==> src/rtl/sched_pkg.sv <==
package sched_pkg;
  typedef enum logic [1:0] {
    ST_FREE  = 2'd0,
    ST_WAIT  = 2'd1,
    ST_READY = 2'd2,
    ST_EXEC  = 2'd3
  } ent_st_e;

  typedef enum logic [2:0] {
    SC_OK        = 3'd0,
    SC_LQ_FULL   = 3'd1,
    SC_SQ_FULL   = 3'd2,
    SC_BUF_FULL  = 3'd3,
    SC_GRP_STALL = 3'd4
  } stall_e;
endpackage

==> src/rtl/sched_penc.sv <==
module sched_penc #(
  parameter int N     = 8,
  parameter int IDX_W = $clog2(N)
) (
  input  logic [N-1:0]     req_i,
  output logic             valid_o,
  output logic [IDX_W-1:0] idx_o
);
  always_comb begin
    valid_o = 1'b0;
    idx_o   = '0;
    for (int i = N - 1; i >= 0; i--) begin
      if (req_i[i]) begin
        valid_o = 1'b1;
        idx_o   = IDX_W'(i);
      end
    end
  end
endmodule

==> src/rtl/sched_pick.sv <==
module sched_pick #(
  parameter int N       = 8,
  parameter int SCORE_W = 5,
  parameter int IDX_W   = $clog2(N)
) (
  input  logic [N-1:0]              ready_i,
  input  logic [N-1:0][SCORE_W-1:0] score_i,
  output logic                      valid_o,
  output logic [IDX_W-1:0]          idx_o
);
  logic [SCORE_W-1:0] best;

  // strict compare keeps the lowest index on equal scores
  always_comb begin
    valid_o = 1'b0;
    idx_o   = '0;
    best    = '0;
    for (int i = 0; i < N; i++) begin
      if (ready_i[i] && (!valid_o || score_i[i] > best)) begin
        valid_o = 1'b1;
        idx_o   = IDX_W'(i);
        best    = score_i[i];
      end
    end
  end
endmodule

==> src/rtl/sched_entry.sv <==
module sched_entry
  import sched_pkg::*;
#(
  parameter int TAG_W = 4,
  parameter int AGE_W = 4,
  parameter int USR_W = 3,
  parameter int LAT_W = 4,
  parameter int BOOST = 2,
  localparam int SCORE_W = AGE_W + 1
) (
  input  logic               clk_i,
  input  logic               rst_ni,
  input  logic               alloc_i,
  input  logic [TAG_W-1:0]   alloc_tag_i,
  input  logic [TAG_W-1:0]   alloc_dep_i,
  input  logic [USR_W-1:0]   alloc_usr_i,
  input  logic [LAT_W-1:0]   alloc_lat_i,
  input  logic               alloc_opnd_i,
  input  logic               alloc_mem_i,
  input  logic               alloc_imm_i,
  input  logic               opw_valid_i,
  input  logic [TAG_W-1:0]   opw_tag_i,
  input  logic               mw_valid_i,
  input  logic [TAG_W-1:0]   mw_tag_i,
  input  logic               issue_i,
  input  logic               retire_i,
  output ent_st_e            state_o,
  output logic [TAG_W-1:0]   tag_o,
  output logic [SCORE_W-1:0] score_o,
  output logic               done_o
);
  localparam logic [SCORE_W-1:0] BOOST_V = SCORE_W'(BOOST);

  ent_st_e            st_q;
  logic [TAG_W-1:0]   tag_q, dep_q;
  logic [USR_W-1:0]   usr_q;
  logic [LAT_W-1:0]   cnt_q;
  logic [AGE_W-1:0]   age_q;
  logic               opnd_q, mem_q;
  logic               opnd_hit, mem_hit, opnd_ok, mem_ok;

  assign opnd_hit = opw_valid_i && (opw_tag_i == dep_q);
  assign mem_hit  = mw_valid_i && (mw_tag_i == tag_q);
  assign opnd_ok  = opnd_q | opnd_hit;
  assign mem_ok   = mem_q | mem_hit;

  always_ff @(posedge clk_i or negedge rst_ni) begin
    if (!rst_ni) begin
      st_q   <= ST_FREE;
      tag_q  <= '0;
      dep_q  <= '0;
      usr_q  <= '0;
      cnt_q  <= '0;
      age_q  <= '0;
      opnd_q <= 1'b0;
      mem_q  <= 1'b0;
    end else if (alloc_i) begin
      tag_q  <= alloc_tag_i;
      dep_q  <= alloc_dep_i;
      usr_q  <= alloc_usr_i;
      cnt_q  <= alloc_lat_i;
      age_q  <= '0;
      opnd_q <= alloc_opnd_i;
      mem_q  <= alloc_mem_i;
      if (alloc_imm_i)                      st_q <= ST_EXEC;
      else if (alloc_opnd_i && alloc_mem_i) st_q <= ST_READY;
      else                                  st_q <= ST_WAIT;
    end else begin
      unique case (st_q)
        ST_WAIT: begin
          opnd_q <= opnd_ok;
          mem_q  <= mem_ok;
          if (age_q != '1) age_q <= age_q + 1'b1;
          if (opnd_ok && mem_ok) st_q <= ST_READY;
        end
        ST_READY: begin
          if (age_q != '1) age_q <= age_q + 1'b1;
          if (issue_i) st_q <= ST_EXEC;
        end
        ST_EXEC: begin
          if (retire_i)            st_q  <= ST_FREE;
          else if (cnt_q != '0)    cnt_q <= cnt_q - 1'b1;
        end
        default: ;
      endcase
    end
  end

  assign state_o = st_q;
  assign tag_o   = tag_q;
  assign score_o = {1'b0, age_q} + ((usr_q > USR_W'(1)) ? BOOST_V : '0);
  assign done_o  = (st_q == ST_EXEC) && (cnt_q == '0);
endmodule

==> src/rtl/sched_wrq.sv <==
module sched_wrq
  import sched_pkg::*;
#(
  parameter int N_ENT = 8,
  parameter int TAG_W = 4,
  parameter int AGE_W = 4,
  parameter int USR_W = 3,
  parameter int LAT_W = 4,
  parameter int BOOST = 2
) (
  input  logic             clk_i,
  input  logic             rst_ni,
  input  logic             disp_valid_i,
  input  logic [TAG_W-1:0] disp_tag_i,
  input  logic [TAG_W-1:0] disp_dep_i,
  input  logic             disp_opnd_rdy_i,
  input  logic             disp_mem_rdy_i,
  input  logic [USR_W-1:0] disp_users_i,
  input  logic [LAT_W-1:0] disp_lat_i,
  input  logic             disp_imm_i,
  input  logic             disp_is_load_i,
  input  logic             disp_is_store_i,
  input  logic             lq_full_i,
  input  logic             sq_full_i,
  input  logic             grp_stall_i,
  input  logic             opw_valid_i,
  input  logic [TAG_W-1:0] opw_tag_i,
  input  logic             mw_valid_i,
  input  logic [TAG_W-1:0] mw_tag_i,
  output logic [2:0]       stall_o,
  output logic             issue_valid_o,
  output logic [TAG_W-1:0] issue_tag_o,
  output logic             wb_valid_o,
  output logic [TAG_W-1:0] wb_tag_o
);
  localparam int IDX_W   = $clog2(N_ENT);
  localparam int SCORE_W = AGE_W + 1;

  ent_st_e                        st_arr [N_ENT];
  logic [N_ENT-1:0][TAG_W-1:0]    tag_arr;
  logic [N_ENT-1:0][SCORE_W-1:0]  score_arr;
  logic [N_ENT-1:0]               busy_v, wait_v, ready_v, exec_v, done_v;
  logic [N_ENT-1:0]               alloc_v, issue_v, retire_v;

  logic             free_ok, pick_ok, disp_go, imm_go;
  logic [IDX_W-1:0] free_idx, pick_idx, ret_idx;
  stall_e           stall_c;

  sched_penc #(.N(N_ENT), .IDX_W(IDX_W)) u_free (
    .req_i  (~busy_v),
    .valid_o(free_ok),
    .idx_o  (free_idx)
  );

  always_comb begin
    if (disp_is_load_i && lq_full_i)       stall_c = SC_LQ_FULL;
    else if (disp_is_store_i && sq_full_i) stall_c = SC_SQ_FULL;
    else if (!free_ok)                     stall_c = SC_BUF_FULL;
    else if (grp_stall_i)                  stall_c = SC_GRP_STALL;
    else                                   stall_c = SC_OK;
  end

  assign stall_o = stall_c;
  assign disp_go = disp_valid_i && (stall_c == SC_OK);
  assign imm_go  = disp_go && disp_imm_i;

  sched_pick #(.N(N_ENT), .SCORE_W(SCORE_W), .IDX_W(IDX_W)) u_pick (
    .ready_i(ready_v),
    .score_i(score_arr),
    .valid_o(pick_ok),
    .idx_o  (pick_idx)
  );

  sched_penc #(.N(N_ENT), .IDX_W(IDX_W)) u_ret (
    .req_i  (done_v),
    .valid_o(wb_valid_o),
    .idx_o  (ret_idx)
  );

  for (genvar g = 0; g < N_ENT; g++) begin : g_ent
    assign alloc_v[g]  = disp_go && (free_idx == IDX_W'(g));
    assign issue_v[g]  = !imm_go && pick_ok && (pick_idx == IDX_W'(g));
    assign retire_v[g] = wb_valid_o && (ret_idx == IDX_W'(g));
    assign busy_v[g]   = (st_arr[g] != ST_FREE);
    assign wait_v[g]   = (st_arr[g] == ST_WAIT);
    assign ready_v[g]  = (st_arr[g] == ST_READY);
    assign exec_v[g]   = (st_arr[g] == ST_EXEC);

    sched_entry #(
      .TAG_W(TAG_W), .AGE_W(AGE_W), .USR_W(USR_W),
      .LAT_W(LAT_W), .BOOST(BOOST)
    ) u_ent (
      .clk_i       (clk_i),
      .rst_ni      (rst_ni),
      .alloc_i     (alloc_v[g]),
      .alloc_tag_i (disp_tag_i),
      .alloc_dep_i (disp_dep_i),
      .alloc_usr_i (disp_users_i),
      .alloc_lat_i (disp_lat_i),
      .alloc_opnd_i(disp_opnd_rdy_i),
      .alloc_mem_i (disp_mem_rdy_i),
      .alloc_imm_i (disp_imm_i),
      .opw_valid_i (opw_valid_i),
      .opw_tag_i   (opw_tag_i),
      .mw_valid_i  (mw_valid_i),
      .mw_tag_i    (mw_tag_i),
      .issue_i     (issue_v[g]),
      .retire_i    (retire_v[g]),
      .state_o     (st_arr[g]),
      .tag_o       (tag_arr[g]),
      .score_o     (score_arr[g]),
      .done_o      (done_v[g])
    );
  end

  assign issue_valid_o = imm_go || pick_ok;
  assign issue_tag_o   = imm_go ? disp_tag_i : tag_arr[pick_idx];
  assign wb_tag_o      = tag_arr[ret_idx];
endmodule

==> config.mk <==
export PLATFORM = sky130hd
export DESIGN_NAME = sched_wrq
export DESIGN_NICKNAME = d
export VERILOG_FILES = /design/src/rtl/sched_pkg.sv /design/src/rtl/sched_penc.sv /design/src/rtl/sched_pick.sv /design/src/rtl/sched_entry.sv /design/src/rtl/sched_wrq.sv
export SDC_FILE = /design/constraint.sdc
export NUM_CORES = 1
export LEC_CHECK = 0
export BUFFER_PORTS_ARGS = -buffer_cell sky130_fd_sc_hd__buf_4
export CAP_MARGIN = 30
export CELL_PAD_IN_SITES_DETAIL_PLACEMENT = 1
export CELL_PAD_IN_SITES_GLOBAL_PLACEMENT = 2
export CORE_MARGIN = 2
export CORE_UTILIZATION = 40
export CTS_BUF_LIST = sky130_fd_sc_hd__clkbuf_8
export CTS_CLUSTER_SIZE = 16
export DETAILED_ROUTE_END_ITERATION = 8
export PLACE_DENSITY_LB_ADDON = 0.1
export SYNTH_ARGS = -nofsm -noshare
export SYNTH_HDL_FRONTEND = slang
export SYNTH_SLANG_ARGS = --single-unit
==> constraint.sdc <==
create_clock -name clk_i -period 16.1 [get_ports clk_i]
set_input_delay 0.805 -clock clk_i [delete_from_list [all_inputs] [get_ports clk_i]]
set_output_delay 0.805 -clock clk_i [all_outputs]
set_load 0.005 [all_outputs]
Word level (Yosys, flattened, before mapping)
Cells that the tools add are included.

Register bits after elaboration: 184. Input port bits: 36. Logic and storage cells: 617.

Add/subtract/negate cells: 24. Magnitude comparators: 17. Eq/ne operators: 101. Multiplexer cells: 201. Bitwise logic cells: 17. Reductions and logical operators: 193.

Operators by type and width (count): $mux W4 (59); $reduce_bool A2 Y1 (48); $mux W2 (44); $mux W3 (24); $ne A3 B1 Y1 const B (24); $logic_and A1 B1 Y1 (69); $eq A4 B4 Y1 (16); $reduce_bool A4 Y1 (16); $mux W1 (57); $pmux W2 S3 (8); $add A4 B5 Y5 (8); $eq A3 B3 Y1 const B (12); $gt A5 B5 Y1 (7); $mux W5 (7); $add A4 B1 Y4 const B (8); $eq A2 B2 Y1 const B (16); $logic_not A4 Y1 (8); $ne A4 B4 Y1 const B (8); $reduce_and A4 Y1 (8); $sub A4 B1 Y4 const B (8); $bmux W4 S3 (2); $gt A3 B1 Y1 const B (8); $reduce_and A3 Y1 (8); $eq A3 B2 Y1 const B (6); 11 further kinds (74).

Logic depth before layout (Yosys ltp)
Depth in word-level cells: 37. Mapped depth: 62. Mapped depth without buffers: 56.

Modules after synthesis
A second synthesis with hierarchy kept.

Cell total of the unflattened synthesis: 1297. Area total of the unflattened synthesis: 12824.8 um^2.

Modules (own cells, without submodules): sched_entry (times used 8, cells an instance 119, area each 1275.0 um^2, sequential area each 550.5 um^2); sched_pick (times used 1, cells an instance 219, area each 1579.0 um^2, sequential area each 0.0 um^2); sched_wrq (times used 1, cells an instance 100, area each 885.8 um^2, sequential area each 0.0 um^2); sched_penc (times used 2, cells an instance 13, area each 80.1 um^2, sequential area each 0.0 um^2).

Worst setup path before layout
OpenSTA, ideal clock, no wires.

Path kind: reg-to-output. Start point: register g_ent[0].u_ent.usr_q[2]. End point: output port issue_tag_o[0]. Arrival time: 10.851 ns. Slack: 4.444 ns. Cell stages (with the launch flop): 59. Cell sequence: dfrtp_1 or2_2 ha_1 ha_1 xor2_1 and2_1 inv_1 ha_1 a21oi_1 a21boi_0 o221a_2 buf_6 mux2_1 ha_1 nand4_1 o221ai_1 o221ai_1 buf_4 [23 not listed] ha_1 nand3_1 o21bai_1 a31o_2 and2_1 buf_2 buf_6 nand3_1 nand2_1 a31oi_1 ha_1 nand3_1 o21bai_1 a31o_2 nand2_1 a21oi_1 mux2_2 nor3_1.

Word-level cells in the longest chain between the ends: 35.

Ends and longest elaborated chain: from (decl) (line sched_entry.sv:36) `logic [USR_W-1:0] usr_q;`; from (signal assigned) (line sched_entry.sv:60) `usr_q <= alloc_usr_i;`; $gt A3 B1 Y1 * (line sched_entry.sv:91) `assign score_o = {1'b0, age_q} + ((usr_q > USR_W'(1)) ? BOOST_V : '0);`; $mux W2 * (line sched_entry.sv:91); $add A4 B5 Y5 * (line sched_entry.sv:91); $mux W5 * (line sched_pick.sv:19) `if (ready_i[i] && (!valid_o || score_i[i] > best)) begin`; $gt A5 B5 Y1 (line sched_pick.sv:19); $logic_or A1 B1 Y1 (line sched_pick.sv:19); $logic_and A1 B1 Y1 (line sched_pick.sv:19); $mux W5 or $mux W1 (tied branches) (line sched_pick.sv:19); [19 not listed]; $mux W5 or $mux W1 (tied branches) (line sched_pick.sv:19); $gt A5 B5 Y1 or $logic_not A1 Y1 (tied branches) (line sched_pick.sv:19); $logic_or A1 B1 Y1 (line sched_pick.sv:19); $logic_and A1 B1 Y1 (line sched_pick.sv:19); $mux W3 * (line sched_pick.sv:19); $bmux W4 S3 * (line sched_wrq.sv:117) `assign issue_tag_o = imm_go ? disp_tag_i : tag_arr[pick_idx];`; $mux W4 (not written as such) * (line sched_wrq.sv:117); $mux W4 * (line sched_wrq.sv:117); to (decl) (line sched_wrq.sv:32) `output logic [TAG_W-1:0] issue_tag_o,`.

Mark *: on every way between the ends. The rest lies on a longest branch, timed or not. The select of a mux whose other input is x is not followed.

Worst setup path after layout
Start point: register g_ent[0].u_ent.usr_q[2]. End point: output port issue_tag_o[2].

The elaborated chain is that of the path after synthesis.

==> impl_metrics.env <==
export IMPL_postSynthRegisterBits=176
export IMPL_wl_per_cell_um=21.1
export IMPL_startpoint_type="flip-flop"
export IMPL_count_of_flip_flops_with_a_built_in_enable_after_synthesis=0
export IMPL_floorplan_core_area_sq_um=31300
export IMPL_timing_critical_path_to_type="output port"
export IMPL_layout_min_cycle_time_ns=14.67
export IMPL_cts_post_setup_buffers_inserted=0
export IMPL_port_buffer_count=47
export IMPL_post_place_ws_ns=2.02
export IMPL_layout_cells_most_common="sky130_fd_sc_hd__nand2_1"
export IMPL_worst_slew_pin_slew_ns=1.07
export IMPL_timing_fmax_ghz=0.0682
export IMPL_drt_pass_1_iters=5
export IMPL_cts_tree="yes"
export IMPL_timing_critical_path_required_ns=15.29
export IMPL_synth_net_count=1649
export IMPL_rsz0062_at_grt="false"
export IMPL_finalWeightedCongestion=0.880
export IMPL_detailed_place_hpwl_um=30300
export IMPL_final_setup_viol_count=0
export IMPL_period_share=0.911
export IMPL_antenna_cells=0
export IMPL_remaining_drc_errors=0
export IMPL_first_pass_grt_wire_length_um=64000
export IMPL_cts_buffers_inserted=17
export IMPL_syn_to_final_growth_pct=8.24
export IMPL_most_common_layout_cells="sky130_fd_sc_hd__nand2_1 (377), sky130_fd_sc_hd__dfrtp_1 (176), sky130_fd_sc_hd__ha_1 (115)"
export IMPL_die_area_sq_um=33100
export IMPL_critical_path_max_stage_delay_ns=0.68
export IMPL_criticalPathCategory="flip-flop to output port"
export IMPL_register_area_sq_um=4400
export IMPL_post_synthesis_cell_count=1498
export IMPL_fillerInstances=3757
export IMPL_vias=10700
export IMPL_io_pins=49
export IMPL_status="complete, no violations"
export IMPL_report_final_slew_viol_count=0
export IMPL_die_w_um=182
export IMPL_final_hold_worst_slack_ns=0.289
export IMPL_globalRouteOverflowTotal=0
export IMPL_instance_area_after_placement_sq_um=13300
export IMPL_initial_utilization=0.404
export IMPL_cts_path_max_buffers=2
export IMPL_clkTransAtPathRegs_ns=0.10
export IMPL_antenna_found_initial=0
export IMPL_dominantRegCellSynth="sky130_fd_sc_hd__dfrtp_1"
export IMPL_drt_total_wl_um=40500
export IMPL_cell_chosen_for_the_clock_root="sky130_fd_sc_hd__clkbuf_8"
export IMPL_tns_ns=0
export IMPL_worst_hold_path_type="primary input to asynchronous set/reset pin"
export IMPL_grt_pass1_vias=11000
export IMPL_cts_resized_gates=0
export IMPL_path_max_fanout=20
export IMPL_drt_first_iter_violations=679
export IMPL_critical_path_most_common_cell="sky130_fd_sc_hd__ha_1"
export IMPL_die_height_um=182
export IMPL_insertion_delay_ns=0.52
export IMPL_grtUsageTotal=0.255
export IMPL_crit_path_top_delay_cell="sky130_fd_sc_hd__and2_1"
export IMPL_netlist_area_sq_um=12600
export IMPL_postSynth_asyncResetShare=1.00
export IMPL_headroom_to_the_max_slew_limit=0.279
export IMPL_share_of_layout_cells_above_drive_strength_1=0.0994
export IMPL_distinct_cell_type_count_after_synthesis=96
export IMPL_setup_ws_ns=1.43
export IMPL_max_cap_violations=0
export IMPL_detail_route_antenna_nets=0
export IMPL_cp_data_arrival_time_ns=13.87
export IMPL_postSynthAreaPerCell_sq_um=8.44
export IMPL_maximum_number_of_pins_on_one_net_before_global_route_repair=73
export IMPL_ys_warn_count=0
export IMPL_fin_worst_skew_ns=0.0123
export IMPL_nNetsFinal=1657
export IMPL_clock_sinks=176
export IMPL_finalHoldViolations=0
export IMPL_area_of_combinational_cells_with_multiple_inputs_sq_um=7660
export IMPL_via_per_inst=5.59
export IMPL_non_filler_cell_area_final_sq_um=13700
export IMPL_seq_area_frac_synth=0.348
export IMPL_htreeDepth=4
export IMPL_holdBufCountCts=0
export IMPL_std_cell_rows=65
-- through the flow --
step	utilization	std cells
global route	0.437	1921
CTS	0.437	1920
global placement	0.422	1883
detailed placement	0.424	1888
floorplan	-	1498
finish	0.437	1921
-- Yosys cell counts (4+ instances only) --
cell                          n  area, sq um
sky130_fd_sc_hd__dfrtp_1    176         4400
sky130_fd_sc_hd__nor2_1      94          353
sky130_fd_sc_hd__nand4_1      5         31.3
sky130_fd_sc_hd__or3_1        6         37.5
sky130_fd_sc_hd__o21a_1       4         30.0
sky130_fd_sc_hd__xnor2_1     48          420
sky130_fd_sc_hd__inv_1       61          229
sky130_fd_sc_hd__o21ai_1      6         30.0
sky130_fd_sc_hd__o22ai_1      5         31.3
sky130_fd_sc_hd__a21oi_1     59          295
sky130_fd_sc_hd__mux2_2       6         67.6
sky130_fd_sc_hd__a211o_1      5         43.8
sky130_fd_sc_hd__nand2_1    377         1420
sky130_fd_sc_hd__or2_2        9         56.3
sky130_fd_sc_hd__o31ai_1      4         30.0
sky130_fd_sc_hd__o2bb2ai_1    4         35.0
sky130_fd_sc_hd__o221ai_1     9         78.8
sky130_fd_sc_hd__clkbuf_1    40          150
sky130_fd_sc_hd__nor3_1      30          150
sky130_fd_sc_hd__buf_2       12         60.1
sky130_fd_sc_hd__xor2_1      71          622
sky130_fd_sc_hd__a31oi_1     21          131
sky130_fd_sc_hd__a21o_1      11         82.6
sky130_fd_sc_hd__and3_1      15         93.8
sky130_fd_sc_hd__o211ai_1    10         75.1
sky130_fd_sc_hd__a2111oi_0    4         35.0
sky130_fd_sc_hd__mux2i_1     19          190
sky130_fd_sc_hd__nor2b_1      7         43.8
sky130_fd_sc_hd__buf_4       12         90.1
sky130_fd_sc_hd__and2_1       8         50.1
sky130_fd_sc_hd__buf_6        5         56.3
sky130_fd_sc_hd__nor4_1       6         37.5
sky130_fd_sc_hd__a31o_2       5         43.8
sky130_fd_sc_hd__nand3_1     66          330
sky130_fd_sc_hd__o21ai_0     65          325
sky130_fd_sc_hd__o21bai_1     7         52.6
sky130_fd_sc_hd__a21boi_0     6         45.0
sky130_fd_sc_hd__ha_1       115         1440
sky130_fd_sc_hd__a22o_1       5         43.8
-- layer usage --
layer	track usage	vias to the layer above	wire, um	part of all wire
li1	-	5127	-	-
met2	0.429	183	19300	0.48
met4	0.0680	0	731	0.018
met3	0.0335	32	1220	0.030
met5	0	-	0	0
met1	0.344	5391	19300	0.48
-- critical path, delay by kind of cell (launching register included) --
family / cells / cell delay [ns]
AND/OR/NAND/NOR: 16 / 3.69
adder cells (fa/ha/maj): 9 / 2.58
flip-flops: 1 / 0.38
AO/OA/AOI/OAI: 20 / 4.89
buffers and inverters: 5 / 0.67
multiplexers: 3 / 0.98
XOR/XNOR: 1 / 0.12
-- flip-flops by register name (all words and copies together) (netlist names) --
signal,count
g_ent.u_ent.mem_q,8
g_ent.u_ent.opnd_q,8
g_ent.u_ent.tag_o,32
g_ent.u_ent.dep_q,32
g_ent.u_ent.age_q,32
g_ent.u_ent.cnt_q,32
g_ent.u_ent.state_o,16
g_ent.u_ent.usr_q,16
-- final cells by class --
type / count / area share
Clock buffer: 18 / 0.0181
Clock inverter: 14 / 0.0112
Inverter: 61 / 0.0167
Multi-Input combinational cell: 1190 / 0.560
Sequential cell: 176 / 0.322
Tap cell: 402 / 0.0367
Timing Repair Buffer: 60 / 0.0356
-- final timing paths --
kind	from	to	slack, ns	cells after the start
setup / recovery	g_ent[0].u_ent.usr_q[2]	issue_tag_o[2]	1.43	54
hold / removal	rst_ni	g_ent[0].u_ent.usr_q[1]	0.29	1
setup reg to reg	g_ent[0].u_ent.usr_q[2]	g_ent[2].u_ent.state_o[1]	2.94	54
hold reg to reg	g_ent[6].u_ent.usr_q[2]	g_ent[6].u_ent.usr_q[2]	0.47	2
max in group asynchronous	rst_ni	g_ent[6].u_ent.state_o[1]	14.54	2
min in group clk_i	g_ent[6].u_ent.usr_q[2]	g_ent[6].u_ent.usr_q[2]	0.47	2
-- kinds of logic after synthesis --
family,synth area share
AO/OA/AOI/OAI,0.145
XOR/XNOR,0.0824
adder cells (fa/ha/maj),0.114
buffers and inverters,0.0469
flip-flops,0.348
multiplexers,0.0245
AND/OR/NAND/NOR,0.239
Power is not shown: default switching activity piles up to over one toggle a cycle in this logic, so the estimate is an artifact.
